`config.mk`:
```
export PLATFORM = sky130hd
export DESIGN_NAME = dma_prio_arb
export DESIGN_NICKNAME = d
export VERILOG_FILES = /design/src/rtl/dma_arb_pkg.sv /design/src/rtl/arb_fixed_pick.sv /design/src/rtl/arb_rr_group.sv /design/src/rtl/dma_prio_arb.sv
export SDC_FILE = /design/constraint.sdc
export NUM_CORES = 1
export LEC_CHECK = 0
export BUFFER_PORTS_ARGS = -buffer_cell sky130_fd_sc_hd__buf_2
export CORE_ASPECT_RATIO = 1.5
export CORE_MARGIN = 2
export CORE_UTILIZATION = 50
export DETAILED_ROUTE_END_ITERATION = 8
export HOLD_SLACK_MARGIN = 0.03
export PLACE_DENSITY = 0.76
export RECOVER_POWER = 25
export SYNTH_ARGS = -nofsm -noshare
export SYNTH_HDL_FRONTEND = slang
export SYNTH_HIERARCHICAL = 1
export SYNTH_SLANG_ARGS = --single-unit
```
`constraint.sdc`:
```
create_clock -name clk -period 1.8 [get_ports clk]
set_input_delay 0.18 -clock clk [delete_from_list [all_inputs] [get_ports clk]]
set_output_delay 0.18 -clock clk [all_outputs]
set_load 0.02 [all_outputs]
```
`src/rtl/dma_arb_pkg.sv`:
```
package dma_arb_pkg;

    localparam int GROUP_SZ = 4;

    typedef enum logic [1:0] {
        MODE_LINEAR = 2'd0,
        MODE_PERM_A = 2'd1,
        MODE_PERM_B = 2'd2,
        MODE_ROTATE = 2'd3
    } arb_mode_e;

    typedef enum logic {
        ST_IDLE = 1'b0,
        ST_HOLD = 1'b1
    } arb_state_e;

    // Channel that sits at a given rank (0 = highest) for a fixed mode.
    // Rankings repeat the same permutation inside every group of four.
    function automatic int unsigned rank_to_ch(input logic [1:0] mode,
                                               input int unsigned rank);
        int unsigned grp;
        int unsigned pos;
        int unsigned sub;
        grp = rank / GROUP_SZ;
        pos = rank % GROUP_SZ;
        case (mode)
            2'd1: begin
                case (pos)
                    0:       sub = 0;
                    1:       sub = 2;
                    2:       sub = 3;
                    default: sub = 1;
                endcase
            end
            2'd2: begin
                case (pos)
                    0:       sub = 2;
                    1:       sub = 0;
                    2:       sub = 1;
                    default: sub = 3;
                endcase
            end
            default: sub = pos;
        endcase
        return grp * GROUP_SZ + sub;
    endfunction

endpackage

```
`src/rtl/arb_fixed_pick.sv`:
```
module arb_fixed_pick
    import dma_arb_pkg::*;
#(
    parameter int NUM_CH = 8,
    parameter int IDX_W  = $clog2(NUM_CH)
) (
    input  logic [NUM_CH-1:0] req,
    input  logic [1:0]        mode,
    output logic              hit,
    output logic [IDX_W-1:0]  idx
);

    // Scan from lowest rank upward so the highest-ranked request is kept last.
    always_comb begin
        hit = 1'b0;
        idx = '0;
        for (int r = NUM_CH - 1; r >= 0; r--) begin
            int unsigned ch;
            ch = rank_to_ch(mode, r);
            if (req[ch]) begin
                hit = 1'b1;
                idx = IDX_W'(ch);
            end
        end
    end

endmodule

```
`src/rtl/arb_rr_group.sv`:
```
module arb_rr_group #(
    parameter int GRP = 4,
    parameter int PW  = $clog2(GRP)
) (
    input  logic           clk,
    input  logic           rst_n,
    input  logic [GRP-1:0] req,
    input  logic           advance,
    output logic           hit,
    output logic [PW-1:0]  sel
);

    logic [PW-1:0] ptr_q;

    // First requester at or after the pointer, wrapping inside the group.
    always_comb begin
        hit = 1'b0;
        sel = '0;
        for (int k = GRP - 1; k >= 0; k--) begin
            logic [PW-1:0] cand;
            cand = ptr_q + PW'(k);
            if (req[cand]) begin
                hit = 1'b1;
                sel = cand;
            end
        end
    end

    always_ff @(posedge clk or negedge rst_n) begin
        if (!rst_n) begin
            ptr_q <= '0;
        end else if (advance) begin
            ptr_q <= sel + PW'(1);
        end
    end

endmodule

```
`src/rtl/dma_prio_arb.sv`:
```
module dma_prio_arb
    import dma_arb_pkg::*;
#(
    parameter int NUM_CH = 8
) (
    input  logic                        clk,
    input  logic                        rst_n,
    input  logic                        en,
    input  logic [1:0]                  mode,
    input  logic [NUM_CH-1:0]           req,
    input  logic [$clog2(NUM_CH+1)-1:0] n_present,
    input  logic                        grant_done,
    output logic [NUM_CH-1:0]           grant,
    output logic                        grant_vld
);

    localparam int IDX_W   = $clog2(NUM_CH);
    localparam int CNT_W   = $clog2(NUM_CH + 1);
    localparam int NUM_GRP = NUM_CH / GROUP_SZ;
    localparam int PW      = $clog2(GROUP_SZ);
    localparam int GW      = (NUM_GRP > 1) ? $clog2(NUM_GRP) : 1;

    arb_state_e        state_q, state_d;
    logic [NUM_CH-1:0] live;
    logic              fix_hit;
    logic [IDX_W-1:0]  fix_idx;
    logic [NUM_GRP-1:0] grp_hit;
    logic [PW-1:0]     grp_sel [NUM_GRP];
    logic              rr_hit;
    logic [IDX_W-1:0]  rr_idx;
    logic [GW-1:0]     win_grp;
    logic              cand_hit;
    logic [IDX_W-1:0]  cand_idx;
    logic              rot_mode;
    logic              issue;
    logic [NUM_CH-1:0] grant_q;

    // Mask off channels that are not built.
    for (genvar i = 0; i < NUM_CH; i++) begin : g_live
        assign live[i] = req[i] && (CNT_W'(i) < n_present);
    end

    arb_fixed_pick #(
        .NUM_CH (NUM_CH),
        .IDX_W  (IDX_W)
    ) u_fixed (
        .req  (live),
        .mode (mode),
        .hit  (fix_hit),
        .idx  (fix_idx)
    );

    assign rot_mode = (arb_mode_e'(mode) == MODE_ROTATE);

    for (genvar g = 0; g < NUM_GRP; g++) begin : g_grp
        arb_rr_group #(
            .GRP (GROUP_SZ),
            .PW  (PW)
        ) u_grp (
            .clk     (clk),
            .rst_n   (rst_n),
            .req     (live[g*GROUP_SZ +: GROUP_SZ]),
            .advance (issue && rot_mode && (win_grp == GW'(g))),
            .hit     (grp_hit[g]),
            .sel     (grp_sel[g])
        );
    end

    // Lower-numbered group always wins among rotating groups.
    always_comb begin
        rr_hit  = 1'b0;
        rr_idx  = '0;
        win_grp = '0;
        for (int g = NUM_GRP - 1; g >= 0; g--) begin
            if (grp_hit[g]) begin
                rr_hit  = 1'b1;
                win_grp = GW'(g);
                rr_idx  = IDX_W'(g * GROUP_SZ) + IDX_W'(grp_sel[g]);
            end
        end
    end

    assign cand_hit = rot_mode ? rr_hit : fix_hit;
    assign cand_idx = rot_mode ? rr_idx : fix_idx;
    assign issue    = (state_q == ST_IDLE) && en && cand_hit;

    // Next-state logic.
    always_comb begin
        state_d = state_q;
        unique case (state_q)
            ST_IDLE: if (en && cand_hit) state_d = ST_HOLD;
            ST_HOLD: if (grant_done)     state_d = ST_IDLE;
            default: state_d = ST_IDLE;
        endcase
    end

    // State register.
    always_ff @(posedge clk or negedge rst_n) begin
        if (!rst_n) begin
            state_q <= ST_IDLE;
        end else begin
            state_q <= state_d;
        end
    end

    // Output register.
    always_ff @(posedge clk or negedge rst_n) begin
        if (!rst_n) begin
            grant_q <= '0;
        end else if (issue) begin
            grant_q <= NUM_CH'(1) << cand_idx;
        end else if ((state_q == ST_HOLD) && grant_done) begin
            grant_q <= '0;
        end
    end

    assign grant     = grant_q;
    assign grant_vld = (state_q == ST_HOLD);

endmodule

```
After elaboration in Yosys (flattened, before gate mapping)
Index checks and enable logic that the tools add are counted.

Register bits after elaboration: 13. Input port bits: 18. Output and inout port bits: 9. Word-level logic and storage cells: 143.

$add $sub $neg: 13. $lt $le $gt $ge: 24. Equal/unequal tests: 3. Shift operators: 1. Multiplexer cells: 80. Bitwise logic cells: 2. Reduce and logical (&&, ||, !) cells: 16.

Operators by type and width (number): less-than comparator 32 x 4 -> 1 bit (second input constant) (4); 2-to-1 mux 1 bit (38); 2-to-1 mux 3 bit (11); binary-select mux 1 bit (select 3 bit) (8); less-than comparator 2 x 3 -> 1 bit (second input constant) (8); 2-to-1 mux 2 bit (10); adder 3 x 2 -> 4 bit (first input constant) (4); binary-select mux 1 bit (select 2 bit) (8); less-than comparator 2 x 4 -> 1 bit (second input constant) (4); less-than comparator 3 x 4 -> 1 bit (first input constant) (4); 2-to-1 mux 8 bit (2); logical AND 1 bit (15); adder 2 x 1 -> 2 bit (second input constant) (4); adder 2 bit (second input constant) (4); less-than comparator 1 x 4 -> 1 bit (first input constant) (2); less-than comparator 2 x 4 -> 1 bit (first input constant) (2); case mux 2 bit (2 select lines) (2); left shift 1 x 3 -> 8 bit (first input constant) (1); == test 2 bit (second input constant) (2); adder 3 x 2 -> 3 bit (first input constant) (1); == test 2 x 1 -> 1 bit (second input constant) (1); NOT 1 bit (2); case mux 1 bit (2 select lines) (1); nonzero test 2 bit (1).

Longest topological paths before layout
Gate-level depths: netlist (run 1).

Depth in word-level cells: 17. Depth in mapped cells: 11. Mapped depth without buffers: 10.

By module
The synthesis (run 1) kept the hierarchy.

Modules (own cells, without submodules): dma_prio_arb (instances 1, cells each 66, area an instance 640.6 sq um, sequential area each 225.2 sq um); arb_fixed_pick (instances 1, cells each 65, area an instance 467.9 sq um, sequential area each 0.0 sq um); arb_rr_group (instances 2, cells each 21, area an instance 190.2 sq um, sequential area each 50.0 sq um).

Worst setup path before layout (run 1)
OpenSTA, ideal clock, no wires.

Path kind: input port to flip-flop. Start point: input port n_present[3]. End point: register g_grp[1].u_grp.ptr_q[1]. Setup time: 0.101 ns. Arrival time: 2.475 ns. Required time: 1.699 ns. Slack: -0.775 ns. Stages on the path: 6. Path buffers: 1. Path through: clkbuf_1 > o41a_1 > or4_1 > nor4b_1 > a21bo_1 > o311ai_2.

Elaborated cells on any way between the ends: 76. Classes of those cells: add/sub: 1; order compare: 8; mux: 56; reduce/logical: 11.

RTL lines: start, declared (RTL line dma_prio_arb.sv:11) `input logic [$clog2(NUM_CH+1)-1:0] n_present,`; less-than comparator 1 x 4 -> 1 bit * (RTL line dma_prio_arb.sv:40) `assign live[i] = req[i] && (CNT_W'(i) < n_present);`; logical AND 1 bit * (RTL line dma_prio_arb.sv:40); net live[0] (RTL line dma_prio_arb.sv:24) `logic [NUM_CH-1:0] live;`; binary-select mux 1 bit (select 2 bit) (RTL line arb_rr_group.sv:22) `if (req[cand]) begin`; 2-to-1 mux 1 bit (implied by the code) (RTL line arb_rr_group.sv:22); 2-to-1 mux 1 bit (3 in a row) (RTL line arb_rr_group.sv:22); 2-to-1 mux 1 bit * (RTL line arb_rr_group.sv:22); net grp_hit[0] (RTL line dma_prio_arb.sv:27) `logic [NUM_GRP-1:0] grp_hit;`; 2-to-1 mux 1 bit (RTL line dma_prio_arb.sv:75) `if (grp_hit[g]) begin`; 2-to-1 mux 1 bit (RTL line dma_prio_arb.sv:83) `assign cand_hit = rot_mode ? rr_hit : fix_hit;`; logical AND 1 bit (RTL line dma_prio_arb.sv:85) `assign issue = (state_q == ST_IDLE) && en && cand_hit;`; logical AND 1 bit (RTL line dma_prio_arb.sv:63) `.advance (issue && rot_mode && (win_grp == GW'(g))),`; logical AND 1 bit * (RTL line dma_prio_arb.sv:63); end signal, assigned (RTL line arb_rr_group.sv:33) `ptr_q <= sel + PW'(1);`; end, declared (RTL line arb_rr_group.sv:13) `logic [PW-1:0] ptr_q;`.

Mark *: on every way through the listed nets, which the timed path passes. The rest lies on a longest branch. The select of a mux whose other input is x is not followed. A chain may end at the register's enable or synchronous reset.

Worst setup path after layout (run 1)
Start point: input port n_present[0]. End point: register grant_q[6], in the netlist grant[6].

Cells in the longest elaborated chain, start to end: 15. Elaborated cells on any way between the ends: 91. Classes of those cells: add/sub: 1; order compare: 8; shift: 1; mux: 71; reduce/logical: 10.

RTL lines: less-than comparator 1 x 4 -> 1 bit * (RTL line dma_prio_arb.sv:40); logical AND 1 bit * (RTL line dma_prio_arb.sv:40); net live[0] (RTL line dma_prio_arb.sv:24); binary-select mux 1 bit (select 3 bit) (RTL line arb_fixed_pick.sv:20) `if (req[ch]) begin`; 2-to-1 mux 1 bit (implied by the code) (RTL line arb_fixed_pick.sv:20); 2-to-1 mux 3 bit (7 in a row) (RTL line arb_fixed_pick.sv:20); 2-to-1 mux 3 bit * (RTL line arb_fixed_pick.sv:20); net fix_idx[2] (RTL line dma_prio_arb.sv:26) `logic [IDX_W-1:0] fix_idx;`; 2-to-1 mux 3 bit * (RTL line dma_prio_arb.sv:84) `assign cand_idx = rot_mode ? rr_idx : fix_idx;`; left shift 1 x 3 -> 8 bit * (RTL line dma_prio_arb.sv:111) `grant_q <= NUM_CH'(1) << cand_idx;`; 2-to-1 mux 8 bit * (RTL line dma_prio_arb.sv:110) `end else if (issue) begin`; end signal, assigned (RTL line dma_prio_arb.sv:111); end, declared (RTL line dma_prio_arb.sv:36) `logic [NUM_CH-1:0] grant_q;`.

Marked as above.

==> impl_metrics.yaml, run 1 <==
power_and_ir_drop:
  cellPowerDensity_nw_per_um2: 650.3
  internal-power_w: 0.0008901
  power.share.switching_pct: 39.06
  netSwitchingPower_w: 0.0005704
  fin_total_pwr_w: 0.001461
  clockPowerShare_pct: 17.7
  share_of_power_burned_in_registers_pct: 27.6
  combPwrFrac_pct: 54.7
  power_leakage_nw: 1.019
  irDropWorstVdd_mv: 0.4670
synthesis:
  synth.area.mux_share_pct: 10.00
  yosys.area_share.xor_xnor_pct: 0
  synthesized_area_fraction_occupied_by_ao_oa_aoi_and_oai_cells_pct: 37.39
  synth-simple-area-share_pct: 21.85
  yosysSeqAreaShare_pct: 21.85
  syn_nets: 194
  ys_types: 50
  synth-adder-area-share_pct: 2.521
  edff_count_synth: 0
  synth_top_family_by_area: "compound AO/OA/AOI/OAI gates"
  ys_ff_latch: 13
  synth_area_per_cell_sq_um: 8.607
  netlist_area_sq_um: 1489
  asyncSetResetFlopFracSynth_pct: 100.0
  synthesis.instances: 173
  dominantRegCellSynth: "dfrtp_1"
  yosysWarnings: 6
global_routing:
  first_pass_grt_wire_length_um: 7458
  grt-ovfl-total: 0
  first_global_vias: 1799
  grt_antenna_before_repair: 0
  grt_use_total_pct: 27.00
  grt_start_max_net_pins: 17
worst_setup_path:
  path_delay_family: "compound AO/OA/AOI/OAI gates"
  reg2reg_setup_slack_ps: -120
  crit_path_top_delay_cell: "mux4_2"
  cp_max_fo: 4
  worstPathArrival_ps: 2520
  crit_path_most_repeated_cell: "buf_4"
  crit_required_ps: 1920
  setup.worst_path.start_class: "input pin"
  worstSetupPathType: "in -> reg"
  slowest_delay_ps: 540
  cp-end-kind: "flip-flop"
  timing.critical_path.buf_inv: 3
  worstPathCellList: "buf_8, o41a_1, mux4_2, nor3_4, buf_4, nand2_1, nor2_2, buf_4, a31oi_4, o41ai_1"
place:
  place_inst: 271
  detailed_place.area_sq_um: 1958
  hpwlAfterDp_um: 3392
  gpl.final_weighted_congestion: 0.8996
  port_buffers: 26
die:
  initial_core_util_pct: 51.65
  die_height_um: 70.84
  row_count: 24
  placeableCoreArea_sq_um: 2883
  die-area_sq_um: 3439
  top_level_ports: 27
  floorplan.die.width_um: 48.56
sta:
  finalCriticalPeriod_ps: 2406
  final_setup_fails: 12
  finalClockSkew_ps: 1.342
  slew_viol_final: 0
  totalNegativeSetupSlack_ps: -4688
  worstMarginPinSlew_ps: 664.4
  grt_setup_unrepaired: "yes"
  relSlewSlack_pct: 55.71
  period_share_pct: 133.7
  timing.final.hold_violations: 0
  post-route-worst-setup-slack_ps: -606.1
  fmax_ghz: 0.4156
drt:
  viasPerCell: 6.270
  detail-route-antenna-nets: 0
  drt_pass1_iterations: 4
  routed_wl_um: 4735
  drt_first_iter_violations: 36
  drc: 0
  routedWlPerCell_um: 16.79
  vias: 1768
layout:
  final_cell_count_no_fill: 282
  layout.cells.most_common: "buf_4"
  fin_util_pct: 77.91
  final_cell_area_sq_um: 2246
  post_route_cells_drive_above_1_share_pct: 47.74
  fin_nets: 265
  area.growth.synth_to_final_pct: 50.84
  fillerInstances: 198
  diodes: 0
  layout_common_cells: "buf_4 (45), buf_2 (23), dfrtp_1 (13), inv_1 (12)"
outcome:
  status: "complete, but fails checks"
  violations: "negative setup slack"
clock_tree:
  clkTransAtPathRegs_ps: 50
  cts.htree.levels: 1
  tritoncts: "yes"
  cts.sink_count: 13
  clk_path_buf_depth: 2
  clkLatencyLatePin_ps: 240
  clockRootBuffer: "clkbuf_8"
  cts_buffers: 3
worst_hold_path:
  hold_path_class: "in -> reg"
run:
  max-cap-violations: 0
[stage by stage]
stage / setup WS, ps / hold slack [ps]
after global placement: -682.8 / 71.06
after floorplan: -534.6 / -115.6
after CTS: -455.6 / 141.4
after global routing: -658.5 / 153.4
final: -606.1 / 145.5
after detailed placement: -805.0 / 70.99
[area by class of cell]
class	count	area, sq um	share of cell area, %
Multi-Input combinational cell	139	1251	55.71
Timing Repair Buffer	75	530.5	23.62
Sequential cell	13	325.3	14.48
Tap cell	39	48.80	2.173
Clock buffer	4	45.04	2.006
Inverter	12	45.04	2.006
[final timing paths]
path,cells after the start,startpoint,end
max in group asynchronous,2,rst_n,grant[2]$_DFFE_PN0P_
worst min-delay path,2,grant_done,grant_vld$_DFF_PN0_
worst max register to register,6,g_grp[1].u_grp/ptr_q[1]$_DFFE_PN0P_,grant[0]$_DFFE_PN0P_
worst min register to register,2,grant[1]$_DFFE_PN0P_,grant[1]$_DFFE_PN0P_
min in group asynchronous,2,rst_n,g_grp[1].u_grp/ptr_q[0]$_DFFE_PN0P_
worst max-delay path,10,n_present[0],grant[6]$_DFFE_PN0P_
[sequential cells by signal, indices dropped and copies added, names as in the netlist]
signal             count
g_grp.u_grp/ptr_q      4
grant                  8
grant_vld              1
[cells by family (layout without fill, tap and decap cells)]
family	after synthesis	in the layout
buf+inv	21	91
simple gates	55	55
compound gates	70	70
mux	11	11
flops	13	13
fa+ha+maj	3	3
[power by group through the flow]
stage | clock, W | sequential, W | combinational [W]
3_5_place_dp | 0 | 0.000404 | 0.000683
3_3_place_gp | 0 | 0.000397 | 0.000646
4_1_cts | 0.000265 | 0.000403 | 0.000720
2_1_floorplan | 0 | 0.000423 | 0.000399
6_report | 0.000258 | 0.000404 | 0.000799
5_1_grt | 0.000275 | 0.000414 | 0.000865
[Yosys cell counts, drive strengths merged, types with 3 or more instances]
cell type  count  share of area (%)
dfrtp         13                 22
inv           12                3.0
a21oi         11                3.7
nor2          10                2.5
nor2b         10                4.2
o311ai        10                6.9
nand2          9                2.3
buf            8                3.1
o41ai          8                4.7
mux2i          7                4.7
o21ai          5                1.7
a21boi         4                2.3
a221o          4                2.7
nand2b         4                1.7
a31oi          3                1.3
and2           3                1.4
ha             3                2.5
mux4           3                4.5
nand3          3                1.0
nand3b         3                1.5
nor3           3                1.3
o21a           3                1.5
o22ai          3                1.3
[what timing repair did]
action | in CTS | in global routing
resized for setup | 15 | 33
hold buffers | 1 | 0
endpoints found under the setup margin | 12 | 13
endpoints found under the hold margin | 13 | 0
gates cloned | 0 | 1
setup buffers | 0 | 5
pin swaps | 6 | 6
[per-layer routing]
metal	wire [um]	track usage [%]
met1	1682	25.77
met2	2758	55.71
met4	152	14.29
met5	0	0
met3	142	1.899
Power figures use the tool's default switching activity.
==> inputs of run 2 (changes only) <==
--- a/config.mk
+++ b/config.mk
@@ -6,6 +6,7 @@
 export NUM_CORES = 1
 export LEC_CHECK = 0
 export BUFFER_PORTS_ARGS = -buffer_cell sky130_fd_sc_hd__buf_2
+export CAP_MARGIN = 30
 export CORE_ASPECT_RATIO = 1.5
 export CORE_MARGIN = 2
 export CORE_UTILIZATION = 50
==> constraint.sdc (replaced) <==
create_clock -name clk -period 1.8 [get_ports clk]
set_input_delay 0.18 -clock clk [delete_from_list [all_inputs] [get_ports clk]]
set_output_delay 0.18 -clock clk [all_outputs]
set_load 0.05 [all_outputs]
==> run 2 against run 1 <==
  * The run still ends with negative setup slack left
  * Final cell count increased by 1.4%
  * Clock power grew 5%
  * Register-to-register slack worse by 40 ps
  * Combinational power grew 7.9%
  * Routed wire length down 2.2%
  * Largest cell class unchanged
  * Highest routed layer unchanged
==> impl_metrics.yaml, run 2 (synthesis gave the netlist of run 1 again) <==
layout:
  post_route_cells_drive_above_1_share_pct: 46.15
  fillerInstances: 228
  final-seq-area_sq_um: 325.3
  fin_util_pct: 76.91
  layout_common_cells: "buf_4 (50), buf_2 (23), dfrtp_1 (13), inv_1 (12)"
  area.growth.synth_to_final_pct: 48.91
  largest_register_ffs: 8
  multiInputGateArea_sq_um: 1200
  layout.cells.most_common: "buf_4"
  diodes: 0
  fin_nets: 269
drt:
  vias: 1771
  drt_pass1_iterations: 4
  routedWlPerCell_um: 16.19
  routed_wl_um: 4630
  drc: 0
  detail-route-antenna-nets: 0
  viasPerCell: 6.192
  drt_first_iter_violations: 48
place:
  gpl.final_weighted_congestion: 0.8698
  port_buffers: 26
  hpwlAfterDp_um: 3429
run:
  max-cap-violations: 0
worst_hold_path:
  min_delay_worst_endpoint: "grant_vld$_DFF_PN0_"
  hold_path_class: "in -> reg"
  hold_path.startpoint: "grant_done"
  timing.hold.worst_path_depth: 2
worst_setup_path:
  slowest_delay_ps: 540
  reg2reg_setup_slack_ps: -160
  regToRegStartpoint: "g_grp[1].u_grp/ptr_q[1]$_DFFE_PN0P_"
  cp-end-kind: "flip-flop"
  cp_max_fo: 5
  crit_required_ps: 1940
  worstPathCellList: "buf_8, o41a_1, mux4_2, nor3_4, a21boi_2, a211oi_2, a21oi_2, a41oi_2, o41ai_2"
  path_delay_family: "compound AO/OA/AOI/OAI gates"
  timing.reg2reg.worst_path_depth: 6
  setup.worst_path.start_class: "input pin"
  worstPathArrival_ps: 2430
  worstSetupPathType: "in -> reg"
  timing.critical_path.buf_inv: 1
  worst_r2r_endpoint: "grant[0]$_DFFE_PN0P_"
  crit_path_top_delay_cell: "mux4_2"
sta:
  final_setup_fails: 11
  relSlewSlack_pct: 54.47
  slew_viol_final: 0
  finalCriticalPeriod_ps: 2294
  timing.final.hold_violations: 0
  period_share_pct: 127.5
  grt_setup_unrepaired: "yes"
  totalNegativeSetupSlack_ps: -4094
  fmax_ghz: 0.4358
  post-route-worst-setup-slack_ps: -494.5
  finalClockSkew_ps: 0.9596
  worstMarginPinSlew_ps: 683.0
clock_tree:
  cts.htree.levels: 1
  clk_path_buf_depth: 2
  clockRootBuffer: "clkbuf_8"
  clkLatencyLatePin_ps: 250
  cts_buffers: 3
  cts.sink_count: 13
  clkTransAtPathRegs_ps: 60
  tritoncts: "yes"
global_routing:
  grt_util_met1_pct: 25.64
  grt-ovfl-total: 0
  gr-max-usage-layer: "met2"
  met3_grt_util_pct: 2.954
  grt_use_total_pct: 28.69
  grt_start_max_net_pins: 18
  groute.layer.met2.usage_pct: 57.87
  first_global_vias: 1856
  grt_antenna_before_repair: 0
  first_pass_grt_wire_length_um: 7776
die:
  die-area_sq_um: 3439
  initial_core_util_pct: 51.65
  row_count: 24
  top_level_ports: 27
  placeableCoreArea_sq_um: 2883
  floorplan.die.width_um: 48.56
  die_height_um: 70.84
outcome:
  status: "complete, but fails checks"
  violations: "negative setup slack"
power_and_ir_drop:
  power_leakage_nw: 1.022
  irDropWorstVdd_mv: 0.5133
  cellPowerDensity_nw_per_um2: 693.4
-- run 2: power by group --
part | leakage [nW] | internal (W) | switching [W]
Clock | 0.0228 | 0.000157 | 0.000115
Sequential | 0.171 | 0.000347 | 0.0000566
Combinational | 0.828 | 0.000397 | 0.000464
-- run 2: area by class of cell --
cell class	instances	area share, %
Sequential cell	13	14.67
Inverter	12	2.032
Tap cell	39	2.201
Clock buffer	4	2.032
Multi-Input combinational cell	139	54.12
Timing Repair Buffer	79	24.94
-- run 2: how the worst max path moves through the flow --
stage	from	end	cells past startpoint
floorplan	n_present[3]	grant[2]$_DFFE_PN0P_	9
finish	n_present[3]	grant[6]$_DFFE_PN0P_	9
global placement	mode[0]	grant[0]$_DFFE_PN0P_	13
CTS	n_present[3]	grant[4]$_DFFE_PN0P_	9
detailed placement	n_present[0]	grant[4]$_DFFE_PN0P_	9
global route	n_present[3]	grant[6]$_DFFE_PN0P_	9
-- run 2: metal layers --
metal	up-vias	wire length, um
met3	24	190
li1	846	-
met4	0	252
met5	-	0
met1	827	1573
met2	74	2613
-- run 2: timing repair --
item                                    CTS  global route
endpoints found under the hold margin    13             0
endpoints found under the setup margin   11            12
gates resized for setup                  18            15
hold buffers                              1             0
buffers inserted                          4             3
pin swaps                                 9             6
cloned                                    0             0
-- run 2: per-stage QoR --
stage | hold WS [ps] | setup slack [ps] | total power (W) | std cells | cell area [sq um]
detailed placement | 77.68 | -802.7 | 0.001151 | 274 | 1983
global placement | 71.43 | -664.5 | 0.001108 | 274 | 1983
global route | 173.5 | -606.6 | 0.001624 | 286 | 2217
CTS | 155.3 | -439.9 | 0.001485 | 283 | 2167
floorplan | -115.6 | -534.6 | 0.0008785 | 173 | 1526
finish | 152.6 | -494.5 | 0.001537 | 286 | 2217
==> inputs of run 3 (changes only) <==
--- a/config.mk
+++ b/config.mk
@@ -6,13 +6,12 @@
 export NUM_CORES = 1
 export LEC_CHECK = 0
 export BUFFER_PORTS_ARGS = -buffer_cell sky130_fd_sc_hd__buf_2
-export CAP_MARGIN = 30
 export CORE_ASPECT_RATIO = 1.5
 export CORE_MARGIN = 2
-export CORE_UTILIZATION = 50
+export CORE_UTILIZATION = 45
 export DETAILED_ROUTE_END_ITERATION = 8
 export HOLD_SLACK_MARGIN = 0.03
-export PLACE_DENSITY = 0.76
+export PLACE_DENSITY = 0.69
 export RECOVER_POWER = 25
 export SYNTH_ARGS = -nofsm -noshare
 export SYNTH_HDL_FRONTEND = slang
==> run 3 against run 2 <==
  * The flow still finishes with violations (negative setup slack)
  * Die area grew 10%
  * Critical path depth down 1
  * Flip-flop and latch count is the same
  * Register-to-register slack improved by 100 ps
  * Clock power shrank 3%
  * Hold slack got worse by 7.4 ps
  * Utilization down 3.5 points
  * Maximum frequency up 1.7%
  * Clock-buffer cell count stayed put
  * Design area rose by 4.6%
  * Global-route usage decreased by 1.7 points
  * Largest power group unchanged
==> impl_metrics.yaml, run 3 (synthesis gave the netlist of run 1 again) <==
layout:
  largest_register_ffs: 8
  final_cell_count_no_fill: 286
  layout_common_cells: "buf_4 (48), buf_2 (22), dfrtp_1 (13), inv_1 (11), nand2_1 (9)"
  layout.cells.most_common: "buf_4"
  fillerInstances: 241
  area.growth.synth_to_final_pct: 55.71
  fin_nets: 268
  diodes: 0
  post_route_cells_drive_above_1_share_pct: 50.00
sta:
  period_share_pct: 125.3
  final_setup_fails: 12
  worstMarginPinSlew_ps: 698.8
  slew_viol_final: 0
  post-route-worst-setup-slack_ps: -456.2
  finalCriticalPeriod_ps: 2256
  totalNegativeSetupSlack_ps: -3956
  hold_ws_ps: 145.2
  timing.final.hold_violations: 0
  grt_setup_unrepaired: "yes"
  finalClockSkew_ps: 2.314
  fmax_ghz: 0.4432
  relSlewSlack_pct: 53.41
die:
  placeableCoreArea_sq_um: 3159
  top_level_ports: 27
  floorplan.die.width_um: 50.97
  initial_core_util_pct: 47.13
  die-area_sq_um: 3794
  die_height_um: 74.45
  row_count: 25
worst_setup_path:
  crit_required_ps: 1940
  worstPathArrival_ps: 2390
  setup.worst_path.start_class: "input pin"
  timing.reg2reg.worst_path_depth: 6
  regToRegStartpoint: "g_grp[1].u_grp/ptr_q[1]$_DFFE_PN0P_"
  worst_r2r_endpoint: "grant[4]$_DFFE_PN0P_"
  cp-end-kind: "flip-flop"
  worstSetupPathType: "in -> reg"
  cp_max_fo: 6
  reg2reg_setup_slack_ps: -60
clock_tree:
  clockRootBuffer: "clkbuf_8"
  cts.htree.levels: 1
  tritoncts: "yes"
  cts.sink_count: 13
  clkLatencyLatePin_ps: 250
  clk_path_buf_depth: 2
  clkTransAtPathRegs_ps: 50
  cts_buffers: 3
worst_hold_path:
  hold_path.startpoint: "grant_done"
  timing.hold.worst_path_depth: 2
  hold_path_class: "in -> reg"
  min_delay_worst_endpoint: "grant_vld$_DFF_PN0_"
global_routing:
  first_global_vias: 1739
  grt_use_total_pct: 26.97
  first_pass_grt_wire_length_um: 7797
  grt_antenna_before_repair: 0
  grt_start_max_net_pins: 15
  grt-ovfl-total: 0
place:
  hpwlAfterDp_um: 3438
  gpl.final_weighted_congestion: 0.9125
  port_buffers: 26
  place_inst: 273
power_and_ir_drop:
  power_leakage_nw: 1.038
  cellPowerDensity_nw_per_um2: 672.3
  irDropWorstVdd_mv: 0.4476
run:
  max-cap-violations: 0
drt:
  drt_pass1_iterations: 4
  drt_first_iter_violations: 48
  routed_wl_um: 4845
  drc: 0
  vias: 1753
  detail-route-antenna-nets: 0
  viasPerCell: 6.129
  routedWlPerCell_um: 16.94
outcome:
  status: "complete, but fails checks"
  violations: "negative setup slack"
[run 3: cell count changes in the layout (fill, tap and decap cells not counted), sizes merged]
cell and delta:
buf -1
[run 3: timing repair]
item                       CTS  global route
buffers inserted             2             6
cloned                       0             0
hold endpoints to repair    13             0
resized for setup           31            22
pin swaps                    8             7
hold buffers                 1             0
setup endpoints to repair   12            12
[run 3: routing by layer]
metal  GRT usage [%]  vias up  wire length, um
met1           26.78      839             1759
met5               0        -                0
met2           54.26       59             2777
met3          0.8032       15              147
li1                -      840                -
met4           15.62        0              159
[run 3: how the worst max path moves through the flow]
stage,start,endpoint,slack [ps],cells after the start
3_3_place_gp,n_present[0],grant[2]$_DFFE_PN0P_,-780,9
6_report,n_present[2],grant[2]$_DFFE_PN0P_,-460,8
3_5_place_dp,n_present[0],grant[2]$_DFFE_PN0P_,-810,9
4_1_cts,n_present[0],grant[7]$_DFFE_PN0P_,-400,9
2_1_floorplan,n_present[3],grant[2]$_DFFE_PN0P_,-530,9
5_1_grt,n_present[0],grant[2]$_DFFE_PN0P_,-610,11
[run 3: final cells by class]
cell class	count	area [sq um]	share of cell area (%)
inverters	12	47.55	2.051
multi-input cells	139	1291	55.69
repair buffers	78	559.3	24.12
clock buffers	4	45.04	1.943
well taps	40	50.05	2.159
flip-flops and latches	13	325.3	14.03
[run 3: power breakdown]
group          switching, W  internal [W]  total [W]
clock              0.000108      0.000157   0.000265
combinational      0.000490      0.000402   0.000892
sequential        0.0000549      0.000347   0.000402
[run 3: critical path, stage by stage]
cell and delay (ps):
buf_8 100, buf_6 120, o31a_1 320, buf_4 150, or4_4 570, nand3b_1 250
a41o_2 360, o41ai_2 340
[run 3: metrics by stage]
stage | power, W | cell area (sq um) | worst slack, ps | util (%)
after CTS | 0.001495 | 2200 | -401.7 | 69.62
after global routing | 0.001642 | 2318 | -605.8 | 73.39
after global placement | 0.001114 | 1969 | -776.5 | 62.34
after detailed placement | 0.001151 | 1969 | -805.6 | 62.34
after floorplan | 0.0008785 | 1526 | -534.6 | -
final | 0.001559 | 2318 | -456.2 | 73.39
